$ cat src/rtl/uart_irq_pkg.sv
package uart_irq_pkg;
  typedef enum logic [3:0] {
    ID_MODEM   = 4'h0,
    ID_NONE    = 4'h1,
    ID_TXEMPTY = 4'h2,
    ID_RXDATA  = 4'h4,
    ID_LINE    = 4'h6,
    ID_RXTMO   = 4'hC
  } irq_id_e;

  localparam int unsigned IER_RX    = 0;
  localparam int unsigned IER_TX    = 1;
  localparam int unsigned IER_LINE  = 2;
  localparam int unsigned IER_MODEM = 3;
  localparam int unsigned IER_W     = 4;

  localparam int unsigned SRC_LINE  = 0;
  localparam int unsigned SRC_TX    = 1;
  localparam int unsigned SRC_MODEM = 2;
  localparam int unsigned NUM_STICKY = 3;
endpackage

$ cat src/rtl/uart_irq_flag.sv
module uart_irq_flag (
  input  logic clk_i,
  input  logic rst_ni,
  input  logic set_i,
  input  logic clr_i,
  output logic pend_nxt_o
);
  logic pend_q;

  // set dominates a coincident clear
  assign pend_nxt_o = set_i | (pend_q & ~clr_i);

  always_ff @(posedge clk_i or negedge rst_ni) begin
    if (!rst_ni) pend_q <= 1'b0;
    else         pend_q <= pend_nxt_o;
  end
endmodule

$ cat src/rtl/uart_irq_prio.sv
module uart_irq_prio
  import uart_irq_pkg::*;
(
  input  logic [IER_W-1:0] ier_i,
  input  logic             line_i,
  input  logic             rx_avail_i,
  input  logic             rx_tmo_i,
  input  logic             tx_i,
  input  logic             modem_i,
  output irq_id_e          id_o,
  output logic             active_o
);
  always_comb begin
    id_o = ID_NONE;
    if (line_i && ier_i[IER_LINE])                       id_o = ID_LINE;
    else if (rx_tmo_i && ier_i[IER_RX])                  id_o = ID_RXTMO;
    else if (rx_avail_i && ier_i[IER_RX])                id_o = ID_RXDATA;
    else if (tx_i && ier_i[IER_TX])                      id_o = ID_TXEMPTY;
    else if (modem_i && ier_i[IER_MODEM])                id_o = ID_MODEM;
  end

  assign active_o = (id_o != ID_NONE);
endmodule

$ cat src/rtl/uart_irq_id.sv
module uart_irq_id
  import uart_irq_pkg::*;
#(
  parameter int unsigned ERR_W   = 4,
  parameter int unsigned DELTA_W = 4
) (
  input  logic               clk_i,
  input  logic               rst_ni,
  input  logic [IER_W-1:0]   ier_i,
  input  logic               irq_en_i,
  input  logic               fifo_en_i,
  input  logic [ERR_W-1:0]   rx_err_i,
  input  logic               rx_avail_i,
  input  logic               rx_tmo_i,
  input  logic               thr_empty_i,
  input  logic               thr_wr_i,
  input  logic [DELTA_W-1:0] ms_delta_i,
  input  logic               iir_rd_i,
  input  logic               lsr_rd_i,
  input  logic               msr_rd_i,
  output logic               irq_o,
  output logic [7:0]         iir_o
);
  logic [NUM_STICKY-1:0] src_set, src_clr, pend_nxt;
  irq_id_e id_nxt;
  logic    active;
  logic    irq_q;
  logic [7:0] iir_q;

  assign src_set[SRC_LINE]  = |rx_err_i;
  assign src_clr[SRC_LINE]  = lsr_rd_i;
  assign src_set[SRC_TX]    = thr_empty_i;
  // read clears transmit-empty only when it is the code being returned
  assign src_clr[SRC_TX]    = thr_wr_i | (iir_rd_i && (iir_q[3:0] == ID_TXEMPTY));
  assign src_set[SRC_MODEM] = |ms_delta_i;
  assign src_clr[SRC_MODEM] = msr_rd_i;

  for (genvar g = 0; g < NUM_STICKY; g++) begin : g_flag
    uart_irq_flag i_flag (
      .clk_i      (clk_i),
      .rst_ni     (rst_ni),
      .set_i      (src_set[g]),
      .clr_i      (src_clr[g]),
      .pend_nxt_o (pend_nxt[g])
    );
  end

  uart_irq_prio i_prio (
    .ier_i      (ier_i),
    .line_i     (pend_nxt[SRC_LINE]),
    .rx_avail_i (rx_avail_i),
    .rx_tmo_i   (rx_tmo_i),
    .tx_i       (pend_nxt[SRC_TX]),
    .modem_i    (pend_nxt[SRC_MODEM]),
    .id_o       (id_nxt),
    .active_o   (active)
  );

  always_ff @(posedge clk_i or negedge rst_ni) begin
    if (!rst_ni) begin
      irq_q <= 1'b0;
      iir_q <= {4'h0, ID_NONE};
    end else begin
      irq_q <= active & irq_en_i;
      iir_q <= {{2{fifo_en_i}}, 2'b00, id_nxt};
    end
  end

  assign irq_o = irq_q;
  assign iir_o = iir_q;
endmodule

$ cat config.mk
export PLATFORM = sky130hd
export DESIGN_NAME = uart_irq_id
export DESIGN_NICKNAME = d
export VERILOG_FILES = /design/src/rtl/uart_irq_pkg.sv /design/src/rtl/uart_irq_flag.sv /design/src/rtl/uart_irq_prio.sv /design/src/rtl/uart_irq_id.sv
export SDC_FILE = /design/constraint.sdc
export NUM_CORES = 1
export LEC_CHECK = 0
export BUFFER_PORTS_ARGS = -buffer_cell sky130_fd_sc_hd__buf_2
export CORE_AREA = 2 2 39 41
export DETAILED_ROUTE_END_ITERATION = 7
export DIE_AREA = 0 0 41 43
export PLACE_DENSITY = 0.67
export SLEW_MARGIN = 30
export SYNTH_ARGS = -nofsm -noshare
export SYNTH_HDL_FRONTEND = slang
export SYNTH_SLANG_ARGS = --single-unit
$ cat constraint.sdc
create_clock -name clk_i -period 1.7 [get_ports clk_i]
set_clock_uncertainty 0.15 [all_clocks]
set_input_delay 0.255 -clock clk_i [delete_from_list [all_inputs] [get_ports clk_i]]
set_output_delay 0.255 -clock clk_i [all_outputs]
set_load 0.02 [all_outputs]
# After elaboration in Yosys (flattened, before gate mapping)
# Index checks and enable logic that the tools add are counted.
# word_totals
reg_bits	9
# classes
n_eq_ne	2
n_mux	5
bitwise_logic	11
reduce_logical	8
# ops
cell	count
4-bit two-way mux	4
4-bit OR reduction	2
1-bit logical AND	6
1-bit AND	4
4-bit by 2-bit == test with 1-bit output, second input constant	1
4-bit by 1-bit inequality test with 1-bit output, second input constant	1
1-bit bitwise OR	4
1-bit NOT	3
1-bit two-way mux	1

# Depth between registers and ports, before layout
# depth
ltp_word	13
mapped_depth	3
mapped_depth_nobuf	3

# Hierarchy
# From an unflattened synthesis, not the netlist that was laid out.
# unflattened
cells_unflattened	32
hier_area_um2	375.4
# modules_own_cells
module	n_inst	cells_per_inst	area_each_um2
uart_irq_id	1	15	215.2
uart_irq_flag	3	3	36.3
uart_irq_prio	1	8	51.3

# Least setup slack after synthesis
# Ideal clock, no wire load.
# synth_timing
path_type	register -> register
startpoint	register iir_q[0], in the netlist iir_o[0]
endpoint	register iir_q[0], in the netlist iir_o[0]
setup_time_ns	0.079
arrival_time_ns	1.160
setup_slack_ns	0.312
stages_incl_launch_ff	4
n_path_buf	0
period_less_slack_ns	1.388
path_cell_list	dfstp_2 > nor3b_1 > a221o_1 > and4_1
# synth_via
elab_chain_cells	11
# synth_rtl
element	line_no	source
from (decl)	uart_irq_id.sv:28	logic [7:0] iir_q;
from (signal assigned)	uart_irq_id.sv:62	iir_q <= {4'h0, ID_NONE};
from (signal assigned)	uart_irq_id.sv:65	iir_q <= {{2{fifo_en_i}}, 2'b00, id_nxt};
4-bit by 2-bit == test with 1-bit output	uart_irq_id.sv:34	assign src_clr[SRC_TX] = thr_wr_i | (iir_rd_i && (iir_q[3:0] == ID_TXEMPTY));
1-bit logical AND	uart_irq_id.sv:34	
1-bit bitwise OR	uart_irq_id.sv:34	
1-bit NOT	uart_irq_flag.sv:11	assign pend_nxt_o = set_i | (pend_q & ~clr_i);
1-bit AND	uart_irq_flag.sv:11	
1-bit bitwise OR	uart_irq_flag.sv:11	
1-bit logical AND	uart_irq_prio.sv:18	else if (tx_i && ier_i[IER_TX]) id_o = ID_TXEMPTY;
4-bit two-way mux	uart_irq_prio.sv:18	
4-bit two-way mux	uart_irq_prio.sv:17	else if (rx_avail_i && ier_i[IER_RX]) id_o = ID_RXDATA;
4-bit two-way mux	uart_irq_prio.sv:16	else if (rx_tmo_i && ier_i[IER_RX]) id_o = ID_RXTMO;
4-bit two-way mux	uart_irq_prio.sv:15	if (line_i && ier_i[IER_LINE]) id_o = ID_LINE;
via i_prio.id_o[0]	uart_irq_prio.sv:10	output irq_id_e id_o,
# The timed path passes the listed nets, and every way through them passes these cells.

# Worst setup path in the final report
# Same ends and word-level chain as after synthesis.

==> results.cfg <==
[synth]
yosys.area.top_type_share_pct = 46.2
synth_edf_count = 0
synth_top_area_cell = dfrtp_1
synth-async-reset-ratio_pct = 100
netlist_instances = 38
synth_seq_area_share_pct = 52.3
ys_warn_count = 0
yosysMostFrequentCell = dfrtp_1
synth_top_flop_cell = dfrtp_1
ys_types = 19
syn_avg_cell_area_um2 = 11.4
ys_ff_latch = 9
synthesis.area_um2 = 433
ys_top_cells_by_count = dfrtp_1, inv_1, buf_4, nand2_1
synth_area_leaders = dfrtp_1, dfstp_2, nor4_2, buf_4, a21bo_2

[floorplan]
die_h_um = 43
initial_core_util_pct = 31.3
coreArea_um2 = 1380
die_x_um = 41
ios = 32
die_area_um2 = 1760
num_rows = 14

[global_route]
overflow = 0
antenna_found_initial = 0
grt_pass1_vias = 334
grt_pass1_wl_um = 1190
gr-usage-all-layers_pct = 10.5
grt_max_degree = 10

[setup_path]
r2r_cells = 3
start_kind = flop
crit_chain = nor3b_1 > a221o_1 > and4_1
crit_slowest_cell = dfstp_2
rr_endpoint = iir_o[0]
critPathKind = reg -> reg
cp.arrival_ns = 1.38
worstPathRequired_ns = 1.73
slowest_delay_ns = 0.53
r2r-start = iir_o[0]
cp_top_family = flip-flops
end_kind = flop
cp_max_fo = 3
reg2reg_slack_ns = 0.35
critPathBufInv = 0

[place]
place_hpwl_um = 730
globalplace.congestion = 0.626
port-buffer-count = 29

[route]
viasPerCell = 4.30
detail-route-antenna-nets = 0
first_iter_violations = 0
wl_um = 845
drtPass1Iterations = 1
drc = 0
vias = 374
wl_per_cell_um = 9.71

[cells_and_area]
drive_gt1_share_pct = 56.3
final_util_pct = 45.2
diodes = 0
seq_area_um2 = 226
n_fill_cell = 139
multi_input_area_um2 = 169
num-nets-final = 95
synthToLayoutAreaGrowth_pct = 44.5

[timing]
final.setup.tns_ns = 0
final-setup-viol-count = 0
drv_slew = 0
period_minus_slack_ns = 1.35
max_freq_ghz = 0.740
min_period_over_period_pct = 79.5
hold_violations = 0
rsz0062_at_grt = no

[hold_path]
hold_depth = 3
hold_class = in -> reg
hold_path_end = g_flag[0].i_flag.pend_q
worstHoldStart = rx_err_i[0]

[job]
cap_violations = 0

[clock_network]
cts_tree = done
cts-root-buf = clkbuf_4
cts_sinks = 9
cts_max_level = 1
cts_inserted_buffers = 3
post_cts_resized = 0
cts_buffer_depth = 2
insertion_delay_ns = 0.25
path_clk_slew_ns = 0.06

[status]
status = completed

[power_and_ir_drop]
cellPowerDensity_nw_per_um2 = 772
p_leak_nw = 0.329
ir_worst_vdd_mv = 0.271
## layout by cell type (no fill, tap or decap), drive strengths merged
cell type and count:
dfstp 1, a21bo 2, nor3b 2, nand2b 3, clkbuf 4, o21ai 2
buf 29, or2 1, a31oi 1, a41oi 1, and3 1, conb 2
dfrtp 8, dlygate4sd3 2, and4 1, inv 5, nor4 2, nand2 3
a221o 1
## state kept, by name, summed over array words and instances (netlist names)
| name | count |
|---|---|
| g_flag.i_flag.pend_q | 3 |
| iir_o | 5 |
| irq_o | 1 |
## power breakdown
group	total [mW]	switching [mW]	internal (mW)
registers	0.232	0.00560	0.226
logic	0.0926	0.0479	0.0448
clock network	0.158	0.0682	0.0900
total	0.483	0.122	0.361
## timing repair
item / CTS / global route
setup endpoints to repair: 0 / 0
hold endpoints to repair: 10 / 0
buffers inserted: 0 / 0
hold buffers: 2 / 0
## worst max-delay path by stage
stage	startpoint	end	slack, ns	cells after the start
floorplan	iir_o[0]	iir_o[0]	0.31	3
global placement	iir_o[0]	iir_o[0]	0.39	3
detailed placement	iir_o[0]	iir_o[0]	0.35	3
CTS	iir_o[0]	iir_o[0]	0.34	3
global route	iir_o[0]	iir_o[0]	0.32	3
finish	iir_o[0]	iir_o[0]	0.35	3
## kinds of logic (layout without fill, tap and decap cells)
| kind of cell | after synthesis | in the layout | synth area share, % |
|---|---|---|---|
| flops | 9 | 9 | 52.3 |
| compound gates | 7 | 7 | 14.5 |
| simple gates | 13 | 13 | 22.8 |
| buf+inv | 8 | 40 | 9.54 |
| other cells | 1 | 2 | 0.866 |
## area by class of cell
type	count	area share [%]
Multi-Input combinational cell	22	27.0
Inverter	5	3.00
Clock buffer	4	4.20
Sequential cell	9	36.2
Tap cell	16	3.20
Timing Repair Buffer	31	26.4
## tightest hold or removal path, delay by kind of cell
kind,cells,cell delay [ns]
and+or+nand+nor,2,0.08
buffers and inverters,1,0.08
## layer usage
metal / share of wire [%] / wire length, µm / track usage, % / vias to the layer above
met1: 40 / 339 / 10.7 / 159
met3: 12 / 99 / 3.14 / 2
li1: - / - / - / 191
met5: 0 / 0 / 0 / -
met4: 1.7 / 14 / 10.0 / 0
met2: 46 / 392 / 15.6 / 22
## metrics by stage
step           cell area (µm²)  hold slack [ns]  power [mW]  setup slack, ns  cells
6_report                   626           0.0522       0.483            0.349     87
5_1_grt                    626           0.0548       0.510            0.325     87
4_1_cts                    626           0.0428       0.491            0.339     87
3_5_place_dp               579          -0.0366       0.327            0.347     81
3_3_place_gp               579          -0.0357       0.324            0.387     81
2_1_floorplan              437           -0.191       0.286            0.312     39
Note: power is estimated with default switching activity, not from simulation.
